<file path="config.mk">
export PLATFORM = sky130hd
export DESIGN_NAME = audser_tx
export DESIGN_NICKNAME = d
export VERILOG_FILES = /design/src/rtl/audser_pkg.sv /design/src/rtl/audser_edge_track.sv /design/src/rtl/audser_pair_buf.sv /design/src/rtl/audser_bit_pick.sv /design/src/rtl/audser_tx.sv
export SDC_FILE = /design/constraint.sdc
export NUM_CORES = 1
export LEC_CHECK = 0
export ABC_AREA = 1
export BUFFER_PORTS_ARGS = -buffer_cell sky130_fd_sc_hd__buf_4
export CAP_MARGIN = 20
export CELL_PAD_IN_SITES_DETAIL_PLACEMENT = 1
export CELL_PAD_IN_SITES_GLOBAL_PLACEMENT = 1
export CORE_ASPECT_RATIO = 1.1
export CORE_MARGIN = 5
export CORE_UTILIZATION = 45
export DETAILED_ROUTE_END_ITERATION = 8
export PLACE_DENSITY_LB_ADDON = 0.2
export RECOVER_POWER = 50
export SYNTH_ARGS = -nofsm -noshare
export SYNTH_HDL_FRONTEND = slang
export SYNTH_SLANG_ARGS = --single-unit
</file>
<file path="constraint.sdc">
create_clock -name clk -period 6 [get_ports clk]
set_input_delay 1.8 -clock clk [delete_from_list [all_inputs] [get_ports clk]]
set_output_delay 1.8 -clock clk [all_outputs]
set_load 0.01 [all_outputs]
</file>
<file path="src/rtl/audser_pkg.sv">
package audser_pkg;

  // Alignment rule applied inside each half-frame
  typedef enum logic [1:0] {
    ALIGN_RIGHT = 2'd0,
    ALIGN_LEFT  = 2'd1,
    ALIGN_I2S   = 2'd2
  } align_e;

  // Three-level pin codes
  localparam logic [1:0] PIN_LO = 2'b00;
  localparam logic [1:0] PIN_HI = 2'b01;

  localparam int WL_SHORT = 16;
  localparam int WL_MID   = 20;
  localparam int WL_LONG  = 24;

  function automatic align_e align_from_pin(input logic [1:0] pin);
    case (pin)
      PIN_LO:  return ALIGN_RIGHT;
      PIN_HI:  return ALIGN_LEFT;
      default: return ALIGN_I2S;
    endcase
  endfunction

  function automatic logic [4:0] wlen_from_pin(input logic [1:0] pin);
    case (pin)
      PIN_LO:  return 5'(WL_SHORT);
      PIN_HI:  return 5'(WL_MID);
      default: return 5'(WL_LONG);
    endcase
  endfunction

endpackage

</file>
<file path="src/rtl/audser_edge_track.sv">
module audser_edge_track #(
  parameter int CNT_W = 8
) (
  input  logic             clk,
  input  logic             rst_n,
  input  logic             bclk_i,
  input  logic             lrck_i,
  output logic             fall_o,
  output logic             bound_o,
  output logic             left_start_o,
  output logic [CNT_W-1:0] slot_o,
  output logic [CNT_W-1:0] plen_o
);

  localparam logic [CNT_W-1:0] LEN_MAX = {CNT_W{1'b1}};
  localparam logic [CNT_W-1:0] LEN_ONE = CNT_W'(1);

  logic             bclk_q;
  logic             lr_q;
  logic [CNT_W-1:0] len_q;
  logic [CNT_W-1:0] plen_q;

  assign fall_o       = bclk_q & ~bclk_i;
  assign bound_o      = fall_o & (lrck_i != lr_q);
  assign left_start_o = bound_o & ~lrck_i;
  assign slot_o       = bound_o ? '0 : len_q;
  assign plen_o       = bound_o ? len_q : plen_q;

  always_ff @(posedge clk or negedge rst_n) begin
    if (!rst_n) begin
      bclk_q <= 1'b0;
      lr_q   <= 1'b1;
      len_q  <= '0;
      plen_q <= '0;
    end else begin
      bclk_q <= bclk_i;
      if (fall_o) begin
        lr_q <= lrck_i;
        if (bound_o) begin
          plen_q <= len_q;
          len_q  <= LEN_ONE;
        end else if (len_q != LEN_MAX) begin
          len_q <= len_q + LEN_ONE;
        end
      end
    end
  end

  // Input assumption: the left/right level moves only together with a bit-clock fall
  AST_LR_AT_FALL: assert property (@(posedge clk) disable iff (!rst_n)
    !fall_o |-> $stable(lrck_i));

  AST_LEN_COUNTS: assert property (@(posedge clk) disable iff (!rst_n)
    fall_o |=> (len_q != '0));

endmodule

</file>
<file path="src/rtl/audser_pair_buf.sv">
module audser_pair_buf #(
  parameter int SAMPLE_W = 24
) (
  input  logic                clk,
  input  logic                rst_n,
  input  logic                left_start_i,
  input  logic                valid_i,
  output logic                ready_o,
  input  logic [SAMPLE_W-1:0] left_i,
  input  logic [SAMPLE_W-1:0] right_i,
  output logic [SAMPLE_W-1:0] cur_l_o,
  output logic [SAMPLE_W-1:0] act_r_o
);

  logic                full_q;
  logic                take;
  logic [SAMPLE_W-1:0] hold_l;
  logic [SAMPLE_W-1:0] hold_r;
  logic [SAMPLE_W-1:0] act_l;
  logic [SAMPLE_W-1:0] act_r;

  assign ready_o = ~full_q;
  assign take    = valid_i & ~full_q;
  assign cur_l_o = left_start_i ? (full_q ? hold_l : '0) : act_l;
  assign act_r_o = act_r;

  always_ff @(posedge clk or negedge rst_n) begin
    if (!rst_n) begin
      full_q <= 1'b0;
      hold_l <= '0;
      hold_r <= '0;
      act_l  <= '0;
      act_r  <= '0;
    end else begin
      if (left_start_i) begin
        act_l <= full_q ? hold_l : '0;
        act_r <= full_q ? hold_r : '0;
      end
      if (take) begin
        hold_l <= left_i;
        hold_r <= right_i;
        full_q <= 1'b1;
      end else if (left_start_i) begin
        full_q <= 1'b0;
      end
    end
  end

  AST_TAKE_BLOCKS: assert property (@(posedge clk) disable iff (!rst_n)
    (valid_i && ready_o) |=> !ready_o);

  AST_READY_AT_LEFT: assert property (@(posedge clk) disable iff (!rst_n)
    $rose(ready_o) |-> $past(left_start_i));

  AST_UNDERRUN_ZERO: assert property (@(posedge clk) disable iff (!rst_n)
    (left_start_i && ready_o) |=> (act_l == '0 && act_r == '0));

endmodule

</file>
<file path="src/rtl/audser_bit_pick.sv">
module audser_bit_pick
  import audser_pkg::*;
#(
  parameter int SAMPLE_W = 24,
  parameter int CNT_W    = 8
) (
  input  align_e                fmt_i,
  input  logic [CNT_W:0]        wlen_i,
  input  logic [CNT_W-1:0]      slot_i,
  input  logic [CNT_W-1:0]      plen_i,
  input  logic [SAMPLE_W-1:0]   word_i,
  output logic                  bit_o
);

  localparam int IDX_W = CNT_W + 1;

  logic [IDX_W-1:0]    slot_x;
  logic [IDX_W-1:0]    plen_x;
  logic [IDX_W-1:0]    start;
  logic [IDX_W-1:0]    k;
  logic                in_range;
  logic [SAMPLE_W-1:0] shifted;

  assign slot_x = {1'b0, slot_i};
  assign plen_x = {1'b0, plen_i};

  always_comb begin
    in_range = 1'b1;
    start    = '0;
    case (fmt_i)
      ALIGN_LEFT: start = '0;
      ALIGN_I2S:  start = IDX_W'(1);
      default: begin
        if (plen_x >= wlen_i) start = plen_x - wlen_i;
        else                  in_range = 1'b0;
      end
    endcase
    if (slot_x < start) in_range = 1'b0;
    k = slot_x - start;
    if (k >= wlen_i) in_range = 1'b0;
    shifted = word_i << k;
    bit_o   = in_range & shifted[SAMPLE_W-1];
  end

endmodule

</file>
<file path="src/rtl/audser_tx.sv">
module audser_tx
  import audser_pkg::*;
#(
  parameter int SAMPLE_W = 24,
  parameter int CNT_W    = 8
) (
  input  logic                clk,
  input  logic                rst_n,
  input  logic                bclk_i,
  input  logic                lrck_i,
  input  logic [1:0]          fmt_sel_i,
  input  logic [1:0]          wlen_sel_i,
  input  logic                pair_valid_i,
  output logic                pair_ready_o,
  input  logic [SAMPLE_W-1:0] left_i,
  input  logic [SAMPLE_W-1:0] right_i,
  output logic                sdata_o
);

  localparam int IDX_W = CNT_W + 1;

  logic                fall;
  logic                bound;
  logic                left_start;
  logic [CNT_W-1:0]    slot;
  logic [CNT_W-1:0]    plen;
  logic [SAMPLE_W-1:0] cur_l;
  logic [SAMPLE_W-1:0] act_r;
  logic [SAMPLE_W-1:0] word_eff;
  align_e              fmt_q;
  align_e              fmt_eff;
  logic [IDX_W-1:0]    wl_q;
  logic [IDX_W-1:0]    wl_eff;
  logic                next_bit;

  audser_edge_track #(.CNT_W(CNT_W)) u_track (
    .clk          (clk),
    .rst_n        (rst_n),
    .bclk_i       (bclk_i),
    .lrck_i       (lrck_i),
    .fall_o       (fall),
    .bound_o      (bound),
    .left_start_o (left_start),
    .slot_o       (slot),
    .plen_o       (plen)
  );

  audser_pair_buf #(.SAMPLE_W(SAMPLE_W)) u_buf (
    .clk          (clk),
    .rst_n        (rst_n),
    .left_start_i (left_start),
    .valid_i      (pair_valid_i),
    .ready_o      (pair_ready_o),
    .left_i       (left_i),
    .right_i      (right_i),
    .cur_l_o      (cur_l),
    .act_r_o      (act_r)
  );

  // Selects take effect at a half-frame start and hold for the rest of it
  always_comb begin
    fmt_eff  = bound ? align_from_pin(fmt_sel_i) : fmt_q;
    wl_eff   = bound ? IDX_W'(wlen_from_pin(wlen_sel_i)) : wl_q;
    word_eff = lrck_i ? act_r : cur_l;
  end

  audser_bit_pick #(.SAMPLE_W(SAMPLE_W), .CNT_W(CNT_W)) u_pick (
    .fmt_i  (fmt_eff),
    .wlen_i (wl_eff),
    .slot_i (slot),
    .plen_i (plen),
    .word_i (word_eff),
    .bit_o  (next_bit)
  );

  always_ff @(posedge clk or negedge rst_n) begin
    if (!rst_n) begin
      fmt_q   <= ALIGN_LEFT;
      wl_q    <= IDX_W'(WL_LONG);
      sdata_o <= 1'b0;
    end else begin
      if (bound) begin
        fmt_q <= fmt_eff;
        wl_q  <= wl_eff;
      end
      if (fall) sdata_o <= next_bit;
    end
  end

  AST_OUT_HOLDS: assert property (@(posedge clk) disable iff (!rst_n)
    !fall |=> $stable(sdata_o));

  AST_I2S_LEAD_ZERO: assert property (@(posedge clk) disable iff (!rst_n)
    (fall && fmt_eff == ALIGN_I2S && slot == '0) |=> !sdata_o);

  AST_RJ_SHORT_ZERO: assert property (@(posedge clk) disable iff (!rst_n)
    (fall && fmt_eff == ALIGN_RIGHT && {1'b0, plen} < wl_eff) |=> !sdata_o);

endmodule

</file>
==> results.py, run 1 <==
metrics = {
    "status": {
        "status": "complete, but fails checks",
        "violations": "capacitance limit, slew limit",
    },
    "grt": {
        "grt_max_degree": 54,
        "global_route.usage.total": 0.226,
        "grt_pass1_wl_um": 31000,
        "grt-ovfl-total": 0,
        "antenna_found_initial": 0,
        "grt_pass1_vias": 6361,
    },
    "synthesis": {
        "synthesis.nets": 852,
        "syn_inst": 766,
        "synthArstFlopShare": 1.00,
        "yosysWarnings": 0,
        "ys_ff_latch": 127,
        "ys.flop_type": "dfrtp_1",
        "ys_seq_area_frac": 0.477,
        "synth_edf_count": 0,
        "syn-cell-area_um2": 6680,
        "synth.avg_cell_area_um2": 8.72,
        "ys_types": 37,
    },
    "cells_and_area": {
        "syn_to_final_growth_pct": 30.4,
        "drive_above_1_share": 0.315,
        "final-instance-count-excl-fill": 1083,
        "finalNetCount": 964,
        "design_area_um2": 8710,
        "n_antenna_cell": 0,
    },
    "route": {
        "vias": 5877,
        "drtIter0Drc": 353,
        "dr.pass1.iters": 5,
        "drc": 0,
        "totalWireLength_um": 20500,
        "ant_nets": 0,
        "wl_per_cell_um": 18.9,
        "vias_per_cell": 5.43,
    },
    "power": {
        "static-leakage-power_nw": 4.39,
        "combPwrFrac": 0.457,
        "p_clk_frac": 0.232,
        "ir_drop_mv": 0.264,
        "power_density_nw_per_um2": 499,
        "switchingPower_mw": 1.64,
        "swShare": 0.378,
        "seq_power_share": 0.311,
        "p_total_mw": 4.34,
        "intPower_mw": 2.70,
    },
    "die": {
        "io_pins": 59,
        "fp.dieW_um": 126,
        "die_area_um2": 17400,
        "rows": 46,
        "initial_core_util": 0.460,
        "core_area_um2": 14500,
        "fp.dieH_um": 138,
    },
    "clock_network": {
        "clock_sinks": 127,
        "cts_inserted_buffers": 17,
        "cts_hold_buffers": 0,
        "clock_latency_ns": 0.42,
        "cts_tree": "yes",
        "cts.htree.levels": 4,
        "worst_setup_hold_path_clk_slew_ns": 0.06,
        "cts_root_buffer": "clkbuf_16",
        "clk_path_buf_depth": 2,
    },
    "timing": {
        "finalSetupViolCount": 0,
        "max_slew.worst_pin.slew_ns": 2.82,
        "fin_crit_sh": 0.992,
        "final-hold-violation-count": 0,
        "fmax_mhz": 168,
        "period_needed_ns": 5.95,
        "fin_skew_ns": 0.00779,
        "slew_viol_final": 82,
        "finalSetupTns_ns": 0,
        "slew_headroom": -0.878,
    },
    "critical_path": {
        "worst-path-buf-inv": 6,
        "cpMaxStageDelayCell": "fa_2",
        "startpoint": "bclk_i",
        "worstSetupPathType": "in -> reg",
        "critPathMaxStageDelay_ns": 0.43,
        "critPathMaxFanout": 7,
        "arrival_ns": 6.30,
        "cp_data_required_time_ns": 6.35,
        "cpLargestDelayFamily": "simple AND/OR/NAND/NOR gates",
        "r2r_slack_ns": 0.56,
        "cp-end-kind": "register",
        "worstReg2RegStart": "u_track.lr_q$_DFFE_PN1P_",
        "cp-start-kind": "input port",
    },
    "placed_design": {
        "placedCellCount": 1032,
        "placed_area_um2": 7620,
        "portBuffers": 58,
        "hpwl_um": 13400,
        "place_congestion": 0.863,
    },
    "worst_hold_path": {
        "hold_class": "reg -> reg",
        "hold_path.startpoint": "u_buf.act_l[0]$_DFF_PN0_",
    },
    "flow_run": {
        "drv_cap": 2,
    },
}
area by class of cell:
cell class                 instances  area [µm²]
fill                            1688        5790
multi-input combinational        510        3340
sequential                       127        3180
timing repair buffer             125        1000
clock buffer                      21         460
inverter                          97         372
tap                              192         240
clock inverter                    11         115
worst register-to-register path: cells and delay by family, from the launching register on:
family / cells / cell delay, ns
AO/OA/AOI/OAI: 6 / 0.77
flip-flops: 1 / 0.82
AND/OR/NAND/NOR: 20 / 1.87
XOR/XNOR: 1 / 0.16
buffers and inverters: 6 / 0.69
adder cells (fa/ha/maj): 4 / 1.07
power groups by stage:
stage,clock (mW),sequential [mW],combinational (mW)
final,1.01,1.35,1.99
after global routing,1.07,1.38,2.20
after CTS,1.03,1.35,1.74
after detailed placement,0,1.36,1.70
after global placement,0,1.35,1.60
after floorplan,0,1.30,1.18
through the flow:
stage               setup WS, ns   util  hold slack, ns
finish                    0.0501  0.601           0.482
global route              -0.220  0.601           0.493
CTS                      0.00390  0.567           0.482
detailed placement        -0.466  0.525           0.451
global placement          -0.115  0.525           0.445
floorplan                 0.0174      -           0.431
repair_timing:
item / 4_1_cts / 5_1_grt
gates cloned: 0 / 1
setup buffers: 2 / 16
pin swaps: 6 / 45
gates resized for setup: 3 / 84
setup endpoints to repair: 1 / 1
endpoints found under the hold margin: 0 / 0
placed cells by master, fill, tap and decap left out, drive strengths merged, types with 4 or more instances in the layout:
cell,n
clkinv,9
buf,121
nand3b,8
xor2,5
nand2,185
a211oi,4
a21oi,42
clkbuf,25
xnor2,4
nand3,80
ha,27
dfstp,4
or2,8
dfrtp,123
nand4,20
nor2,19
o21ai,45
inv,96
mux2,48
nor3,4
flip-flops by register name, indices dropped and copies added, names as in the netlist:
name / flops
fmt_q: 2
sdata_o: 1
u_buf.act_l: 24
u_buf.act_r_o: 24
u_buf.full_q: 1
u_buf.hold_l: 24
u_buf.hold_r: 24
u_track.bclk_q: 1
u_track.len_q: 8
u_track.lr_q: 1
u_track.plen_q: 8
wl_q: 9
cells in the mapped netlist (2+ instances only):
cell type	count	area, µm²
nand2_1	182	683
dfrtp_1	123	3080
inv_1	95	357
nand3_1	78	390
mux2_2	48	541
o21ai_0	42	210
a21oi_1	41	205
ha_1	27	338
nand4_1	20	125
clkbuf_1	17	63.8
nor2_1	17	63.8
buf_2	12	60.1
nand3b_1	8	60.1
or2_2	7	43.8
xor2_1	5	43.8
a211oi_1	4	30.0
dfstp_2	4	105
nor3_1	4	20.0
xnor2_1	4	35.0
nand2_2	3	18.8
o21a_1	3	22.5
o21ai_1	3	15.0
a21o_1	2	15.0
buf_1	2	7.51
fa_1	2	40.0
o22ai_1	2	12.5
worst paths after layout:
path,end,cells after the start
worst max-delay path,sdata_o$_DFFE_PN0P_,37
worst min-delay path,u_buf.act_l[0]$_DFF_PN0_,2
worst max register to register,sdata_o$_DFFE_PN0P_,37
worst min register to register,u_buf.act_l[0]$_DFF_PN0_,2
max in group asynchronous,u_buf.hold_r[13]$_DFFE_PN0P_,2
min in group asynchronous,u_track.bclk_q$_DFF_PN0_,1
metal layers:
layer | global-route usage | vias to the layer above | wire length [µm]
li1 | - | 2738 | -
met3 | 0.0442 | 60 | 507
met2 | 0.440 | 130 | 11700
met1 | 0.237 | 2949 | 7440
met5 | 0 | - | 0
met4 | 0.0918 | 0 | 839
kinds of logic (layout without fill, tap and decap cells):
| group | count (synthesis) | count (layout) | synth area share |
|---|---|---|---|
| simple gates | 324 | 324 | 0.218 |
| buf+inv | 129 | 254 | 0.0762 |
| flops | 127 | 127 | 0.477 |
| compound gates | 100 | 100 | 0.0798 |
| mux | 48 | 48 | 0.0809 |
| fa+ha+maj | 29 | 29 | 0.0566 |
| xor+xnor | 9 | 9 | 0.0118 |
No activity file was read; power rests on OpenSTA's default activity.
==> inputs of run 2 (changes only) <==
Settings changed: GPL_TIMING_DRIVEN from default to 0.
==> run 2 against run 1 <==
The flow finishes with violations (setup timing); critical endpoint unchanged; critical path type unchanged; sequential power about the same; sequential share of layout area down 1.4 points; via count up 6.7%; register-to-register slack better by 0.06 ns; utilization up 2.5 points; largest power group unchanged; critical path depth down 4; routed wire length up 21%.
==> results.py, run 2 (synthesized netlist as in run 1, its figures left out) <==
metrics = {
    "status": {
        "status": "complete, but fails checks",
        "violations": "setup timing",
    },
    "timing": {
        "slew_headroom": 0.551,
        "fin_ws_ns": -0.193,
        "fmax_mhz": 161,
        "final-hold-violation-count": 0,
        "finalSetupViolCount": 1,
        "fin_crit_sh": 1.03,
        "max_slew.worst_pin.slew_ns": 0.673,
        "rsz0062_at_grt": "yes",
        "slew_viol_final": 0,
        "period_needed_ns": 6.19,
        "fin_skew_ns": 0.0137,
    },
    "power": {
        "swShare": 0.399,
        "p_clk_frac": 0.210,
        "ir_drop_mv": 0.291,
        "seq_power_share": 0.293,
        "combPwrFrac": 0.497,
        "intPower_mw": 2.79,
        "static-leakage-power_nw": 4.54,
        "power_density_nw_per_um2": 512,
        "switchingPower_mw": 1.85,
        "p_total_mw": 4.64,
    },
    "placed_design": {
        "pre_cts_ws_ns": -1.05,
        "place_congestion": 0.865,
        "placed_area_um2": 7410,
        "placedCellCount": 1016,
        "portBuffers": 57,
        "hpwl_um": 13800,
    },
    "critical_path": {
        "cpLargestDelayFamily": "buffers and inverters",
        "critPathMaxStageDelay_ns": 0.38,
        "cp-end-kind": "register",
        "cp_data_required_time_ns": 6.32,
        "critPathMaxFanout": 10,
        "path_common_cell": "buf_4",
        "cp-start-kind": "input port",
        "worstSetupPathType": "in -> reg",
        "cpMaxStageDelayCell": "a21oi_1",
        "arrival_ns": 6.52,
        "worst-path-buf-inv": 15,
    },
    "route": {
        "drc": 0,
        "drtIter0Drc": 374,
        "wl_per_cell_um": 22.0,
        "vias_per_cell": 5.56,
        "ant_nets": 0,
        "vias": 6273,
        "totalWireLength_um": 24800,
        "dr.pass1.iters": 5,
    },
    "cells_and_area": {
        "final-instance-count-excl-fill": 1129,
        "n_fill_cell": 1662,
        "design_area_um2": 9070,
        "finalNetCount": 1010,
        "final_common_cell": "nand2_1",
        "drive_above_1_share": 0.344,
        "n_antenna_cell": 0,
        "postLayoutCoreUtil": 0.625,
        "syn_to_final_growth_pct": 35.7,
        "final_cell_mix": "nand2_1 (169), buf_4 (134), dfrtp_1 (123)",
    },
    "die": {
        "fp.dieW_um": 126,
        "die_area_um2": 17400,
        "fp.dieH_um": 138,
        "rows": 46,
        "initial_core_util": 0.460,
        "core_area_um2": 14500,
        "io_pins": 59,
    },
    "clock_network": {
        "cts_tree": "yes",
        "clock_sinks": 127,
        "cts.htree.levels": 4,
        "clk_path_buf_depth": 2,
        "cts_root_buffer": "clkbuf_16",
        "cts_inserted_buffers": 17,
        "cts_hold_buffers": 0,
        "clock_latency_ns": 0.45,
        "worst_setup_hold_path_clk_slew_ns": 0.06,
    },
    "worst_hold_path": {
        "hold_class": "reg -> reg",
    },
    "grt": {
        "grt_pass1_vias": 6909,
        "global_route.usage.total": 0.255,
        "grt_max_degree": 89,
        "antenna_found_initial": 0,
        "grt-ovfl-total": 0,
        "grt_pass1_wl_um": 34400,
    },
    "flow_run": {
        "drv_cap": 0,
    },
}
[run 2: power by group through the flow]
stage	combinational, mW	sequential [mW]	clock, mW
2_1_floorplan	1.18	1.30	0
3_3_place_gp	1.50	1.34	0
3_5_place_dp	1.58	1.36	0
4_1_cts	1.85	1.35	0.971
5_1_grt	2.50	1.39	1.02
6_report	2.31	1.36	0.975
[run 2: tightest hold or removal path: cells and delay by family, from the launching register on]
family        cells  cell delay (ns)
flops             1             0.32
simple gates      2             0.12
[run 2: per-layer routing]
metal | part of all wire | GRT usage | up-vias | wire length [µm]
met1 | 0.37 | 0.268 | 3159 | 9230
met4 | 0.048 | 0.122 | 0 | 1190
li1 | - | - | 2833 | -
met2 | 0.55 | 0.491 | 180 | 13500
met5 | 0 | 0 | - | 0
met3 | 0.035 | 0.0438 | 101 | 880
[run 2: what timing repair did]
action / in CTS / in global routing
buffers inserted: 56 / 29
setup endpoints to repair: 1 / 2
resized for setup: 45 / 71
pin swaps: 15 / 41
[run 2: path summary, 6_finish.rpt]
check / startpoint / endpoint / slack [ns] / cells after the start
max: bclk_i / sdata_o$_DFFE_PN0P_ / -0.19 / 33
min: u_buf.act_l[5]$_DFF_PN0_ / u_buf.act_l[5]$_DFF_PN0_ / 0.48 / 2
max reg2reg: u_track.lr_q$_DFFE_PN1P_ / sdata_o$_DFFE_PN0P_ / 0.62 / 33
min reg2reg: u_buf.act_l[5]$_DFF_PN0_ / u_buf.act_l[5]$_DFF_PN0_ / 0.48 / 2
max in group asynchronous: rst_n / wl_q[4]$_DFFE_PN1P_ / 3.94 / 2
min in group asynchronous: rst_n / u_track.bclk_q$_DFF_PN0_ / 1.27 / 1
[run 2: area by class of cell]
cell class	instances	area (µm²)	share of cell area
Buffer	32	185	0.0204
Clock buffer	21	450	0.0497
Clock inverter	11	91.3	0.0101
Inverter	97	387	0.0426
Multi-Input combinational cell	510	3450	0.380
Sequential cell	127	3180	0.351
Tap cell	192	240	0.0265
Timing Repair Buffer	139	1080	0.119
[run 2: metrics by stage]
stage / setup TNS, ns / hold WS [ns]
global placement: -0.879 / 0.449
floorplan: 0 / 0.431
global route: -0.420 / 0.492
detailed placement: -1.05 / 0.459
CTS: 0 / 0.475
finish: -0.193 / 0.480
==> inputs of run 3 (changes only) <==
Settings changed: CAP_MARGIN 20 to default, CTS_BUF_LIST from default to sky130_fd_sc_hd__clkbuf_2, MAX_ROUTING_LAYER from default to met4.
==> run 3 against run 2 <==
The flow finishes with violations (capacitance limit, slew limit); sequential share of layout area up 5.2 points; via count is 10% lower; total power down 24%; highest routed layer unchanged; critical endpoint unchanged; global-route usage shrank 3.2 points; die area is the same.
==> results.py, run 3 (synthesized netlist as in run 1, its figures left out) <==
metrics = {
    "status": {
        "status": "complete, but fails checks",
        "violations": "capacitance limit, slew limit",
    },
    "power": {
        "p_clk_frac": 0.133,
        "switchingPower_mw": 1.47,
        "seq_power_share": 0.377,
        "swShare": 0.415,
        "power_density_nw_per_um2": 449,
        "combPwrFrac": 0.489,
        "static-leakage-power_nw": 4.01,
        "ir_drop_mv": 0.171,
        "intPower_mw": 2.07,
    },
    "timing": {
        "finalSetupViolCount": 0,
        "final-hold-violation-count": 0,
        "slew_headroom": -0.446,
        "max_slew.worst_pin.slew_ns": 2.17,
        "period_needed_ns": 5.78,
        "slew_viol_final": 130,
        "fmax_mhz": 173,
        "fin_crit_sh": 0.963,
        "fin_skew_ns": 0.0273,
        "fin_ws_ns": 0.222,
    },
    "clock_network": {
        "cts_root_buffer": "clkbuf_2",
        "clock_sinks": 127,
        "cts_hold_buffers": 0,
        "clk_path_buf_depth": 2,
        "cts_inserted_buffers": 17,
        "clock_latency_ns": 0.73,
        "worst_setup_hold_path_clk_slew_ns": 0.17,
        "cts.htree.levels": 4,
        "cts_tree": "yes",
    },
    "route": {
        "vias_per_cell": 5.27,
        "drtIter0Drc": 330,
        "routed-wl-met3_um": 398,
        "met1Wirelength_um": 7240,
        "routed.top_layer": "met4",
        "vias": 5617,
        "totalWireLength_um": 18300,
        "drc": 0,
        "wl_per_cell_um": 17.1,
        "ant_nets": 0,
        "dr_wl_met2_um": 10200,
        "dr.pass1.iters": 4,
    },
    "grt": {
        "antenna_found_initial": 1,
        "grt_pass1_vias": 6236,
        "global_route.usage.total": 0.223,
        "grt_max_degree": 89,
        "grt_pass1_wl_um": 29700,
        "grt-ovfl-total": 0,
    },
    "critical_path": {
        "critPathMaxFanout": 10,
        "arrival_ns": 6.44,
        "critPathMaxStageDelay_ns": 0.40,
        "cp-end-kind": "register",
        "cp_data_required_time_ns": 6.67,
        "path_common_cell": "nand2_1",
        "cp-start-kind": "input port",
        "cpMaxStageDelayCell": "ha_2",
        "worstSetupPathType": "in -> reg",
    },
    "cells_and_area": {
        "syn_to_final_growth_pct": 18.2,
        "design_area_um2": 7900,
        "final-instance-count-excl-fill": 1066,
        "final_common_cell": "nand2_1",
        "drive_above_1_share": 0.252,
        "final_cell_mix": "nand2_1 (178), dfrtp_1 (123), inv_1 (89)",
        "finalNetCount": 946,
    },
    "die": {
        "fp.dieH_um": 138,
        "rows": 46,
        "die_area_um2": 17400,
        "core_area_um2": 14500,
        "initial_core_util": 0.460,
        "fp.dieW_um": 126,
        "io_pins": 59,
    },
    "placed_design": {
        "pre_cts_ws_ns": -1.05,
        "placed_area_um2": 7410,
        "place_congestion": 0.879,
        "placedCellCount": 1016,
        "portBuffers": 57,
        "hpwl_um": 13800,
    },
    "worst_hold_path": {
        "hold_class": "reg -> reg",
    },
    "flow_run": {
        "drv_cap": 2,
    },
}
==> run 3: cell types whose count changed in the layout (fill, tap and decap cells not counted), moves of 5 or more <==
cell,previous run,this run
buf_4,134,73
buf_6,6,1
clkbuf_16,17,0
clkbuf_2,0,21
ha_1,10,17
ha_4,16,7
nand2_1,169,178
nand2_2,12,7
nand3_1,69,78
nand3_2,8,1
==> run 3: worst max-delay path: cells and delay by family <==
| kind | cells | cell delay (ns) |
|---|---|---|
| AOI/OAI and AO/OA | 3 | 0.45 |
| xor gates and xnor gates | 1 | 0.15 |
| adders and majority gates | 3 | 0.86 |
| buffers and inverters | 5 | 0.58 |
| and+or+nand+nor | 21 | 2.59 |
==> run 3: cell type report <==
class | instances | area [µm²]
fill | 1763 | 6610
sequential | 127 | 3180
multi-input combinational | 510 | 3170
timing repair buffer | 75 | 561
inverter | 97 | 378
tap | 192 | 240
buffer | 32 | 169
clock buffer | 20 | 100
clock inverter | 12 | 95.1
antenna | 1 | 2.50
==> run 3: power by group through the flow <==
stage / Combinational, mW / Sequential, mW / Clock, mW
global placement: 1.50 / 1.34 / 0
floorplan: 1.18 / 1.30 / 0
CTS: 1.63 / 1.34 / 0.490
global route: 1.95 / 1.37 / 0.529
finish: 1.73 / 1.34 / 0.473
detailed placement: 1.58 / 1.36 / 0
==> run 3: through the flow <==
stage / hold slack [ns] / power [mW] / utilization / TNS, ns
floorplan: 0.431 / 2.47 / - / 0
global placement: 0.449 / 2.84 / 0.509 / -0.879
detailed placement: 0.459 / 2.94 / 0.511 / -1.05
CTS: 0.486 / 3.45 / 0.528 / 0
global route: 0.521 / 3.85 / 0.544 / -0.0947
finish: 0.497 / 3.54 / 0.544 / 0
==> run 3: routing by layer <==
layer | vias to the layer above | track usage
met1 | 2794 | 0.235
li1 | 2711 | -
met2 | 77 | 0.419
met4 | 0 | 0.0852
met5 | - | -
met3 | 35 | 0.0368
==> run 3: repair_timing <==
item	in CTS	in global routing
resized for setup	6	48
endpoints found under the setup margin	1	1
pin swaps	2	15
setup buffers	6	11
==> run 3: final timing paths <==
kind	start	endpoint	slack, ns	depth (start not counted)
max	lrck_i	sdata_o$_DFFE_PN0P_	0.22	33
min reg2reg	u_track.plen_q[4]$_DFFE_PN0P_	u_track.plen_q[4]$_DFFE_PN0P_	0.50	2
min	u_track.plen_q[4]$_DFFE_PN0P_	u_track.plen_q[4]$_DFFE_PN0P_	0.50	2
min in group asynchronous	rst_n	u_buf.hold_l[22]$_DFFE_PN0P_	1.65	1
max reg2reg	u_track.lr_q$_DFFE_PN1P_	sdata_o$_DFFE_PN0P_	0.80	32
max in group asynchronous	rst_n	u_buf.act_r_o[17]$_DFFE_PN0P_	1.32	2
